## src/rtl/mesh_route_unit.sv

```systemverilog
module mesh_route_unit #(
  parameter int X_DIM = 4,
  parameter int Y_DIM = 4,
  localparam int XW = (X_DIM > 1) ? $clog2(X_DIM) : 1,
  localparam int YW = (Y_DIM > 1) ? $clog2(Y_DIM) : 1,
  localparam int N  = X_DIM * Y_DIM,
  localparam int AW = (N > 1) ? $clog2(N) : 1
) (
  input  logic          clk,
  input  logic          rst_n,
  input  logic          flit_valid,
  input  logic          flit_head,
  input  logic [XW-1:0] here_x,
  input  logic [YW-1:0] here_y,
  input  logic [XW-1:0] dest_x,
  input  logic [YW-1:0] dest_y,
  input  logic          order_yx,
  input  logic [3:0]    link_down,
  input  logic          cfg_we,
  input  logic [AW-1:0] cfg_addr,
  input  logic [3:0]    cfg_entry,
  output logic          route_valid,
  output logic [2:0]    route_port,
  output logic          route_blocked
);
  logic [3:0]    tbl [N];
  logic [2:0]    held_port;
  logic          held_blk;
  logic [AW-1:0] rd_addr;
  logic [3:0]    entry;
  logic [2:0]    x_dir, y_dir, dor, head_port;
  logic          at_home, hit, dor_down, head_blk;

  assign at_home = (dest_x == here_x) && (dest_y == here_y);
  assign rd_addr = AW'(dest_y) * AW'(X_DIM) + AW'(dest_x);
  assign entry   = (int'(rd_addr) < N) ? tbl[rd_addr] : 4'd0;
  assign hit     = entry[3] && (entry[2:0] <= 3'd4);

  assign x_dir = (dest_x > here_x) ? 3'd2 : (dest_x < here_x) ? 3'd4 : 3'd0;
  assign y_dir = (dest_y > here_y) ? 3'd1 : (dest_y < here_y) ? 3'd3 : 3'd0;
  assign dor   = order_yx ? ((y_dir != 3'd0) ? y_dir : x_dir)
                          : ((x_dir != 3'd0) ? x_dir : y_dir);

  always_comb begin
    case (dor)
      3'd1:    dor_down = link_down[0];
      3'd2:    dor_down = link_down[1];
      3'd3:    dor_down = link_down[2];
      3'd4:    dor_down = link_down[3];
      default: dor_down = 1'b0;
    endcase
  end

  always_comb begin
    head_port = dor;
    head_blk  = 1'b0;
    if (at_home) begin
      head_port = 3'd0;
    end else if (hit) begin
      head_port = entry[2:0];
    end else if (dor_down) begin
      head_port = 3'd0;
      head_blk  = 1'b1;
    end
  end

  always_ff @(posedge clk) begin
    if (!rst_n) begin
      for (int i = 0; i < N; i++) tbl[i] <= 4'd0;
    end else if (cfg_we && int'(cfg_addr) < N) begin
      tbl[cfg_addr] <= cfg_entry;
    end
  end

  always_ff @(posedge clk) begin
    if (!rst_n) begin
      route_valid   <= 1'b0;
      route_port    <= 3'd0;
      route_blocked <= 1'b0;
      held_port     <= 3'd0;
      held_blk      <= 1'b0;
    end else begin
      route_valid <= flit_valid;
      if (flit_valid && flit_head) begin
        held_port     <= head_port;
        held_blk      <= head_blk;
        route_port    <= head_port;
        route_blocked <= head_blk;
      end else if (flit_valid) begin
        route_port    <= held_port;
        route_blocked <= held_blk;
      end
    end
  end
endmodule


```

## config.mk

```make
export PLATFORM = sky130hd
export DESIGN_NAME = mesh_route_unit
export DESIGN_NICKNAME = d
export VERILOG_FILES = /design/src/rtl/mesh_route_unit.sv
export SDC_FILE = /design/constraint.sdc
export NUM_CORES = 1
export LEC_CHECK = 0
export BUFFER_PORTS_ARGS = -buffer_cell sky130_fd_sc_hd__buf_2
export CORE_MARGIN = 1.5
export CORE_UTILIZATION = 52
export CTS_BUF_LIST = sky130_fd_sc_hd__clkbuf_8
export DETAILED_ROUTE_END_ITERATION = 7
export GPL_TIMING_DRIVEN = 0
export HOLD_SLACK_MARGIN = 0.1
export PLACE_DENSITY = 0.8
export SYNTH_ARGS = -nofsm -noshare
export SYNTH_HDL_FRONTEND = slang
export SYNTH_SLANG_ARGS = --single-unit
```

## constraint.sdc

```tcl
create_clock -name clk -period 6.2 [get_ports clk]
set_input_delay 0.62 -clock clk [delete_from_list [all_inputs] [get_ports clk]]
set_output_delay 0.62 -clock clk [all_outputs]
set_load 0.01 [all_outputs]
```

==> flow_summary_export.csv, run 1 <==
group,metric,value,unit
timing,finalHoldViolCount,0,
global_route,grt_overflow,0,
yosys,syn_inst,290,
pwr,p_per_area,239,nW/um^2
timing,finalMaxSlewViolations,0,
floorplanning,rows,30,
yosys,yosysTopAreaCell,"edfxtp_1",
clock_tree,ctsHtreeMaxLevel,3,
hold_path,hold_end,"held_port[2]",
clock_tree,cts-root-buf,"clkbuf_8",
setup_path,worst-endpoint-required,6.46,ns
setup_path,cp_top_family,"multiplexers",
setup_path,crit_path_start_kind,"input pin",
final_layout,antenna_cells,0,
setup_path,cp_max_fo,10,
placement,preCtsSetupSlack,3.27,ns
global_route,grt_max_degree,12,
setup_path,r2r_setup_slack,3.93,ns
yosys,synth_top_area_share,51.7,%
clock_tree,clkLatencyLatePin,0.34,ns
floorplanning,chipWidth,87.5,um
setup_path,worstPathCellList,"buf_2 > buf_2 > buf_6 > mux4_2 > mux4_2 > nor3_1 > o221ai_1 > a31oi_1",
global_route,grtUsageTotal,22.7,%
yosys,seq_area_frac_synth,56.6,%
yosys,synth-async-reset-ratio,0,%
floorplanning,die_height,87.5,um
global_route,first_global_vias,2481,
global_route,grt_antenna_before_repair,0,
floorplanning,io_pins,31,
setup_path,reg2reg_from,"tbl[0][2]",
yosys,yosysWarnings,0,
routing,vias_per_cell,5.67,
timing,finalSetupViolCount,0,
placement,dp.cells,415,
final_layout,drive_gt1_share,17.1,%
global_route,grt_pass1_wl,12600,um
routing,drt-initial-drc-count,139,
hold_path,hp-start,"held_port[2]",
hold_path,hold_class,"flip-flop to flip-flop",
final_layout,final_common_cell,"and2_1",
yosys,synth_ff_type,"edfxtp_1",
timing,fmax,389,MHz
setup_path,crit_slowest_cell,"mux4_2",
clock_tree,cts.reportedPaths.clkPinSlew,0.07,ns
pwr,leakagePower,1.52,nW
pwr,totalPowerFinal,0.990,mW
setup_path,critPathBufInv,3,
final_layout,syn2layout_area_growth,11.2,%
yosys,synth_area_leaders,"edfxtp_1, and2_1, mux4_1",
routing,route.detailed.drc,0,
routing,dr.pass1.iters,5,
setup_path,rr_endpoint,"route_port[0]",
clock_tree,tritoncts,"yes",
clock_tree,post_cts_buffers,0,
flow_run,cap_viol_max_count,0,
floorplanning,start_util,54.1,%
timing,finalSetupTns,0,ns
routing,vias,2436,
setup_path,critPathMaxStageDelay,0.53,ns
timing,fin_ws,3.63,ns
final_layout,fillers,556,
status,outcome,"complete, no violations",
clock_tree,cts_sinks,73,
placement,port_buffers,29,
timing,fin_crit_sh,41.5,%
timing,fin_crit,2.57,ns
routing,avgRoutedWirePerCell,17.8,um
yosys,synth_cell_type_count,41,
clock_tree,cts_buffers,9,
floorplanning,coreArea,6870,sq um
final_layout,final_cell_mix,"and2_1, edfxtp_1, buf_2",
setup_path,ff2ff_path_depth,6,
placement,place_area,3980,sq um
final_layout,final_util,60.2,%
clock_tree,postCtsHoldBufs,0,
yosys,synth_nets,320,
final_layout,stdcell_count,430,
setup_path,path_class,"input pin to flip-flop",
yosys,postSynthAreaPerCell,12.8,sq um
routing,drt_wl_total,7650,um
timing,skew,0.00465,ns
clock_tree,cts_buffer_depth,2,
final_layout,design_area,4130,sq um
setup_path,cp_data_arrival_time,2.84,ns
clock_tree,post_cts_resized,0,
timing,whs,0.458,ns
pwr,ir_worst_vdd,0.000160,V
floorplanning,dieArea,7660,sq um
setup_path,end_kind,"flip-flop",
timing,relSlewSlack,56.9,%
placement,place_hpwl,5890,um
routing,ant_nets,0,
final_layout,nets,360,
placement,gp_congestion,0.827,
timing,tightest_slew,0.640,ns
yosys,synth-edff-count,64,
yosys,ys_ff_latch,73,
yosys,netlist_area,3710,sq um
hold_path,hold_path_depth,2,
timing,rsz0062_at_grt,"false",
==> state kept, by name, summed over array words and instances, names as in the netlist <==
name / flops
tbl: 64
held_port: 3
route_port: 3
held_blk: 1
route_blocked: 1
route_valid: 1
==> layer usage <==
| metal | part of all wire, % | track usage (%) | vias to the layer above |
|---|---|---|---|
| met5 | 0 | 0 | - |
| met4 | 1.4 | 6.64 | 0 |
| met3 | 5.4 | 5.12 | 9 |
| met2 | 52 | 39.9 | 84 |
| met1 | 41 | 28.3 | 1181 |
| li1 | - | - | 1162 |
==> how the worst max path moves through the flow <==
stage                         start            end  slack (ns)  cells after the start
after floorplan           dest_x[1]  route_port[0]        3.60                      7
after global placement    dest_x[0]  route_port[0]        3.32                      8
after detailed placement  dest_x[1]  route_port[2]        3.27                      8
after CTS                 dest_x[1]  route_port[2]        3.63                      8
after global routing      dest_x[1]  route_port[2]        3.47                      8
final                     dest_x[1]  route_port[2]        3.63                      8
==> report_power, final <==
part	leakage, nW	switching, mW	internal (mW)
Combinational	0.748	0.0672	0.0491
Clock	0.0849	0.165	0.137
Sequential	0.684	0.00940	0.562
Total	1.52	0.242	0.748
==> layout make-up <==
| type | count | area, sq um | share of cell area, % |
|---|---|---|---|
| Sequential cell | 73 | 2100 | 50.9 |
| Multi-Input combinational cell | 194 | 1510 | 36.5 |
| Timing Repair Buffer | 29 | 145 | 3.51 |
| Clock buffer | 9 | 124 | 3.00 |
| Tap cell | 96 | 120 | 2.91 |
| Buffer | 14 | 70.1 | 1.70 |
| Inverter | 9 | 33.8 | 0.817 |
| Clock inverter | 6 | 28.8 | 0.696 |
==> worst min-delay path, delay by kind of cell, from the launching register on <==
| family | cells | cell delay, ns |
|---|---|---|
| flops | 1 | 0.31 |
| compound gates | 1 | 0.05 |
| simple gates | 1 | 0.05 |
==> cells by family (layout without fill, tap and decap cells) <==
| kind of cell | Yosys count | after routing | share of synthesized area [%] |
|---|---|---|---|
| buffers and inverters | 23 | 67 | 2.80 |
| AND/OR/NAND/NOR | 127 | 127 | 19.6 |
| AO/OA/AOI/OAI | 46 | 46 | 8.29 |
| flip-flops | 73 | 73 | 56.6 |
| adder cells (fa/ha/maj) | 4 | 4 | 1.35 |
| multiplexers | 17 | 17 | 11.4 |
==> synthesized netlist by cell type, types with 2 or more instances <==
master,number
a21boi_0,2
a21oi_1,4
a22oi_1,3
a31oi_1,4
and2_1,67
buf_2,2
buf_6,2
clkbuf_1,10
dfxtp_1,9
edfxtp_1,64
ha_1,4
inv_1,9
mux4_1,11
mux4_2,6
nand2_1,11
nand2b_1,11
nand3_1,4
nor2_1,16
nor2b_1,3
nor3_1,6
o21a_1,3
o21ai_0,18
o221ai_1,2
or3_1,2
Power figures use the tool's default switching activity.
==> run 2, diff against run 1 <==
Settings changed: PLACE_DENSITY 0.8 to 0.83.
Clock period 6.2 ns to 2.3 ns, I/O delays scaled along.
==> run 2 against run 1 <==
Net effect: combinational power grew to 2.7 times the previous value; sequential power grew to 2.7 times the previous value; clock power grew to 3.1 times the previous value; clock-buffer cell count stayed put; critical endpoint is now route_port[0]; largest power group unchanged; highest routed layer unchanged.
==> flow_summary_export.csv, run 2 (same netlist as run 1, synthesis figures left out) <==
group,metric,value,unit
setup_path,cp_top_family,"multiplexers",
setup_path,end_kind,"flip-flop",
global_route,grt_overflow,0,
floorplanning,start_util,54.1,%
setup_path,worst-endpoint-required,2.54,ns
floorplanning,dieArea,7660,sq um
setup_path,crit_path_start_kind,"flip-flop",
placement,preCtsSetupSlack,-0.281,ns
timing,fmax,464,MHz
final_layout,largest_register_ffs,64,
setup_path,critPathMaxStageDelay,0.54,ns
clock_tree,cts_buffers,9,
setup_path,crit_slowest_cell,"mux4_2",
timing,finalHoldViolCount,0,
clock_tree,cts_buffer_depth,2,
setup_path,cpMostUsedCell,"mux4_2",
global_route,first_global_vias,2449,
timing,finalSetupViolCount,0,
timing,relSlewSlack,49.9,%
floorplanning,die_height,87.5,um
floorplanning,rows,30,
final_layout,reg_top3,"tbl x64, held_port x3, route_port x3",
final_layout,final_util,60.5,%
timing,skew,0.00470,ns
clock_tree,ctsHtreeMaxLevel,3,
final_layout,final_cell_mix,"and2_1, edfxtp_1, buf_2",
routing,ant_nets,0,
global_route,grtUsageTotal,21.7,%
setup_path,cp_data_arrival_time,2.39,ns
routing,dr.pass1.iters,5,
pwr,p_int,2.13,mW
clock_tree,clkLatencyLatePin,0.35,ns
pwr,leakagePower,1.53,nW
global_route,grt_max_degree,12,
routing,drt-initial-drc-count,210,
clock_tree,cts-root-buf,"clkbuf_8",
final_layout,final_common_cell,"and2_1",
routing,vias,2376,
floorplanning,io_pins,31,
setup_path,path_class,"flip-flop to flip-flop",
timing,fin_crit_sh,93.6,%
placement,place_area,3980,sq um
pwr,p_per_area,667,nW/um^2
pwr,seq_power_share,55.3,%
clock_tree,tritoncts,"yes",
clock_tree,cts_sinks,73,
setup_path,critPathBufInv,0,
timing,finalMaxSlewViolations,0,
routing,route.detailed.drc,0,
routing,avgRoutedWirePerCell,16.6,um
final_layout,syn2layout_area_growth,11.9,%
pwr,switching_power,0.646,mW
floorplanning,coreArea,6870,sq um
final_layout,antenna_cells,0,
floorplanning,chipWidth,87.5,um
timing,fin_ws,0.147,ns
final_layout,design_area,4160,sq um
timing,tightest_slew,0.744,ns
flow_run,cap_viol_max_count,0,
final_layout,drive_gt1_share,16.5,%
clock_tree,cts.reportedPaths.clkPinSlew,0.07,ns
setup_path,worstPathCellList,"mux4_2 > mux4_2 > a211oi_1 > a211oi_2 > o221a_2",
global_route,grt_antenna_before_repair,0,
routing,vias_per_cell,5.53,
placement,port_buffers,29,
pwr,clock_power_share,33.4,%
pwr,swShare,23.3,%
setup_path,cp_max_fo,4,
final_layout,nets,359,
pwr,combPwrFrac,11.3,%
timing,rsz0062_at_grt,"false",
status,outcome,"complete, no violations",
timing,fin_crit,2.15,ns
pwr,ir_worst_vdd,0.000464,V
hold_path,hold_class,"input pin to flip-flop",
final_layout,regMostFlops,"tbl",
global_route,grt_pass1_wl,11800,um
routing,drt_wl_total,7160,um
placement,place_hpwl,5420,um
placement,gp_congestion,0.873,
==> run 2: area by class of cell <==
| cell class | count | area [sq um] |
|---|---|---|
| clock inverter | 7 | 56.3 |
| clock buffer | 9 | 124 |
| buffer | 13 | 65.1 |
| inverter | 9 | 33.8 |
| multi-input combinational | 194 | 1510 |
| sequential | 73 | 2100 |
| fill | 546 | 2710 |
| timing repair buffer | 29 | 145 |
| tap | 96 | 120 |
==> run 2: power groups by stage <==
stage | logic, mW | registers, mW | clock network [mW]
6_report | 0.313 | 1.53 | 0.925
5_1_grt | 0.349 | 1.54 | 0.992
4_1_cts | 0.314 | 1.54 | 0.943
3_5_place_dp | 0.313 | 1.56 | 0
3_3_place_gp | 0.301 | 1.56 | 0
2_1_floorplan | 0.209 | 1.56 | 0
==> run 2: routing by layer <==
metal | wire (um) | track usage [%]
met1 | 3040 | 26.3
met4 | 106 | 7.94
met5 | 0 | 0
met3 | 417 | 7.01
met2 | 3590 | 36.6
==> run 2: per-stage QoR <==
stage / total power, mW / hold slack [ns] / TNS (ns) / cells
2_1_floorplan: 1.76 / 0.426 / 0 / 290
3_3_place_gp: 1.86 / 0.446 / -1.58 / 415
3_5_place_dp: 1.88 / 0.462 / -1.89 / 415
4_1_cts: 2.79 / 0.222 / 0 / 431
5_1_grt: 2.88 / 0.239 / 0 / 430
6_report: 2.77 / 0.236 / 0 / 430
==> run 2: final timing paths <==
| kind | cells after the start | end | slack (ns) | startpoint |
|---|---|---|---|---|
| worst max-delay path | 5 | route_port[0] | 0.15 | tbl[12][1] |
| worst min-delay path | 3 | route_port[2] | 0.24 | flit_head |
| worst max register to register | 5 | route_port[0] | 0.15 | tbl[12][1] |
| worst min register to register | 2 | held_port[2] | 0.47 | held_port[2] |
==> run 2: timing repair <==
action	CTS	global route
gates resized for setup	0	1
endpoints found under the setup margin	0	2
hold buffers	0	0
setup buffers	0	0
==> run 2: worst min-delay path, cell delays in order <==
cell      delay [ns]
buf_2           0.12
nand2b_1        0.11
a31oi_1         0.08
==> run 3, diff against run 2 <==
Settings changed: PLACE_DENSITY 0.83 to 0.74.
==> run 3 against run 2 <==
Net effect: clock power shrank 13%; first-iteration DRC count shrank 16%; cell count grew 0.70%; global-route usage grew 1.4 points; worst setup slack lost 0.045 ns; total power shrank 3.7%; highest routed layer unchanged.
==> flow_summary_export.csv, run 3 (same netlist as run 1, synthesis figures left out) <==
group,metric,value,unit
clock_tree,cts-root-buf,"clkbuf_8",
clock_tree,cts.reportedPaths.clkPinSlew,0.07,ns
timing,fin_crit_sh,95.6,%
routing,wl_met3,369,um
setup_path,worst-endpoint-required,2.59,ns
final_layout,drive_gt1_share,17.5,%
floorplanning,rows,30,
final_layout,stdcell_count,433,
clock_tree,cts_buffers,9,
placement,dp.cells,415,
clock_tree,cts_buffer_depth,2,
final_layout,design_area,4150,sq um
timing,finalMaxSlewViolations,0,
flow_run,cap_viol_max_count,0,
routing,drt-initial-drc-count,177,
final_layout,regMostFlops,"tbl",
global_route,grt_overflow,0,
global_route,grtUsageTotal,23.2,%
pwr,leakagePower,1.53,nW
routing,highest_layer,"met4",
timing,relSlewSlack,51.0,%
final_layout,final_common_cell,"and2_1",
routing,avgRoutedWirePerCell,18.5,um
routing,m1WireLength,3510,um
routing,met2_length,3990,um
clock_tree,tritoncts,"yes",
timing,fin_crit,2.20,ns
routing,vias,2452,
placement,port_buffers,29,
global_route,first_global_vias,2381,
routing,vias_per_cell,5.66,
placement,place_hpwl,5930,um
setup_path,end_kind,"flip-flop",
timing,tightest_slew,0.727,ns
final_layout,largest_register_ffs,64,
pwr,ir_worst_vdd,0.000438,V
floorplanning,coreArea,6870,sq um
pwr,p_per_area,644,nW/um^2
final_layout,syn2layout_area_growth,11.7,%
hold_path,hold_path_depth,3,
placement,preCtsSetupSlack,-0.227,ns
global_route,grt_pass1_wl,12500,um
floorplanning,dieArea,7660,sq um
hold_path,hold_class,"input pin to flip-flop",
floorplanning,io_pins,31,
clock_tree,clkLatencyLatePin,0.34,ns
final_layout,final_util,60.4,%
placement,gp_congestion,0.841,
setup_path,r2r_setup_slack,0.10,ns
timing,rsz0062_at_grt,"false",
routing,dr.pass1.iters,5,
timing,finalHoldViolCount,0,
placement,place_area,3980,sq um
routing,ant_nets,0,
setup_path,cp_data_arrival_time,2.49,ns
clock_tree,ctsHtreeMaxLevel,3,
setup_path,crit_path_start_kind,"flip-flop",
status,outcome,"complete, no violations",
final_layout,reg_top3,"tbl x64, held_port x3, route_port x3",
timing,fmax,455,MHz
timing,finalSetupTns,0,ns
global_route,grt_max_degree,12,
floorplanning,start_util,54.1,%
setup_path,path_class,"flip-flop to flip-flop",
timing,skew,0.00872,ns
final_layout,antenna_cells,0,
setup_path,cp_max_fo,5,
routing,route.detailed.drc,0,
pwr,totalPowerFinal,2.67,mW
final_layout,nets,362,
floorplanning,die_height,87.5,um
global_route,grt_antenna_before_repair,0,
timing,fin_ws,0.102,ns
timing,whs,0.240,ns
timing,finalSetupViolCount,0,
clock_tree,cts_sinks,73,
clock_tree,postCtsHoldBufs,0,
final_layout,final_cell_mix,"and2_1, edfxtp_1, buf_2",
setup_path,ff2ff_path_depth,6,
routing,drt_wl_total,7990,um
floorplanning,chipWidth,87.5,um
## run 3: power breakdown
group	switching [mW]	internal [mW]
Combinational	0.187	0.138
Sequential	0.0250	1.51
Clock	0.437	0.370
Total	0.649	2.02
## run 3: final cells by class
| class | count | area (sq um) |
|---|---|---|
| inverters | 9 | 33.8 |
| multi-input cells | 194 | 1510 |
| plain buffers | 14 | 70.1 |
| well taps | 96 | 120 |
| fillers | 579 | 2720 |
| clock buffers | 9 | 124 |
| repair buffers | 31 | 160 |
| clock inverters | 7 | 30.0 |
| flip-flops and latches | 73 | 2100 |
## run 3: worst paths after layout
check               startpoint             to
hold reg to reg   held_port[2]   held_port[2]
hold / removal       flit_head  route_port[2]
setup reg to reg     tbl[0][2]  route_port[0]
setup / recovery     tbl[0][2]  route_port[0]
## run 3: repair_timing
action	in CTS	in global routing
hold endpoints to repair	0	0
gates resized for setup	0	1
setup buffers	0	2
setup endpoints to repair	0	1
## run 3: critical path, cell delays in order, from the launching register on
cell	delay, ns
edfxtp_1	0.38
mux4_2	0.47
a22oi_2	0.27
nand3_2	0.15
or3b_1	0.39
a211oi_2	0.26
o221a_2	0.23
## run 3: routing by layer
| metal | GRT usage, % | vias up |
|---|---|---|
| li1 | - | 1168 |
| met1 | 31.3 | 1203 |
| met2 | 38.2 | 72 |
| met3 | 3.41 | 9 |
| met4 | 9.09 | 0 |
| met5 | 0 | - |
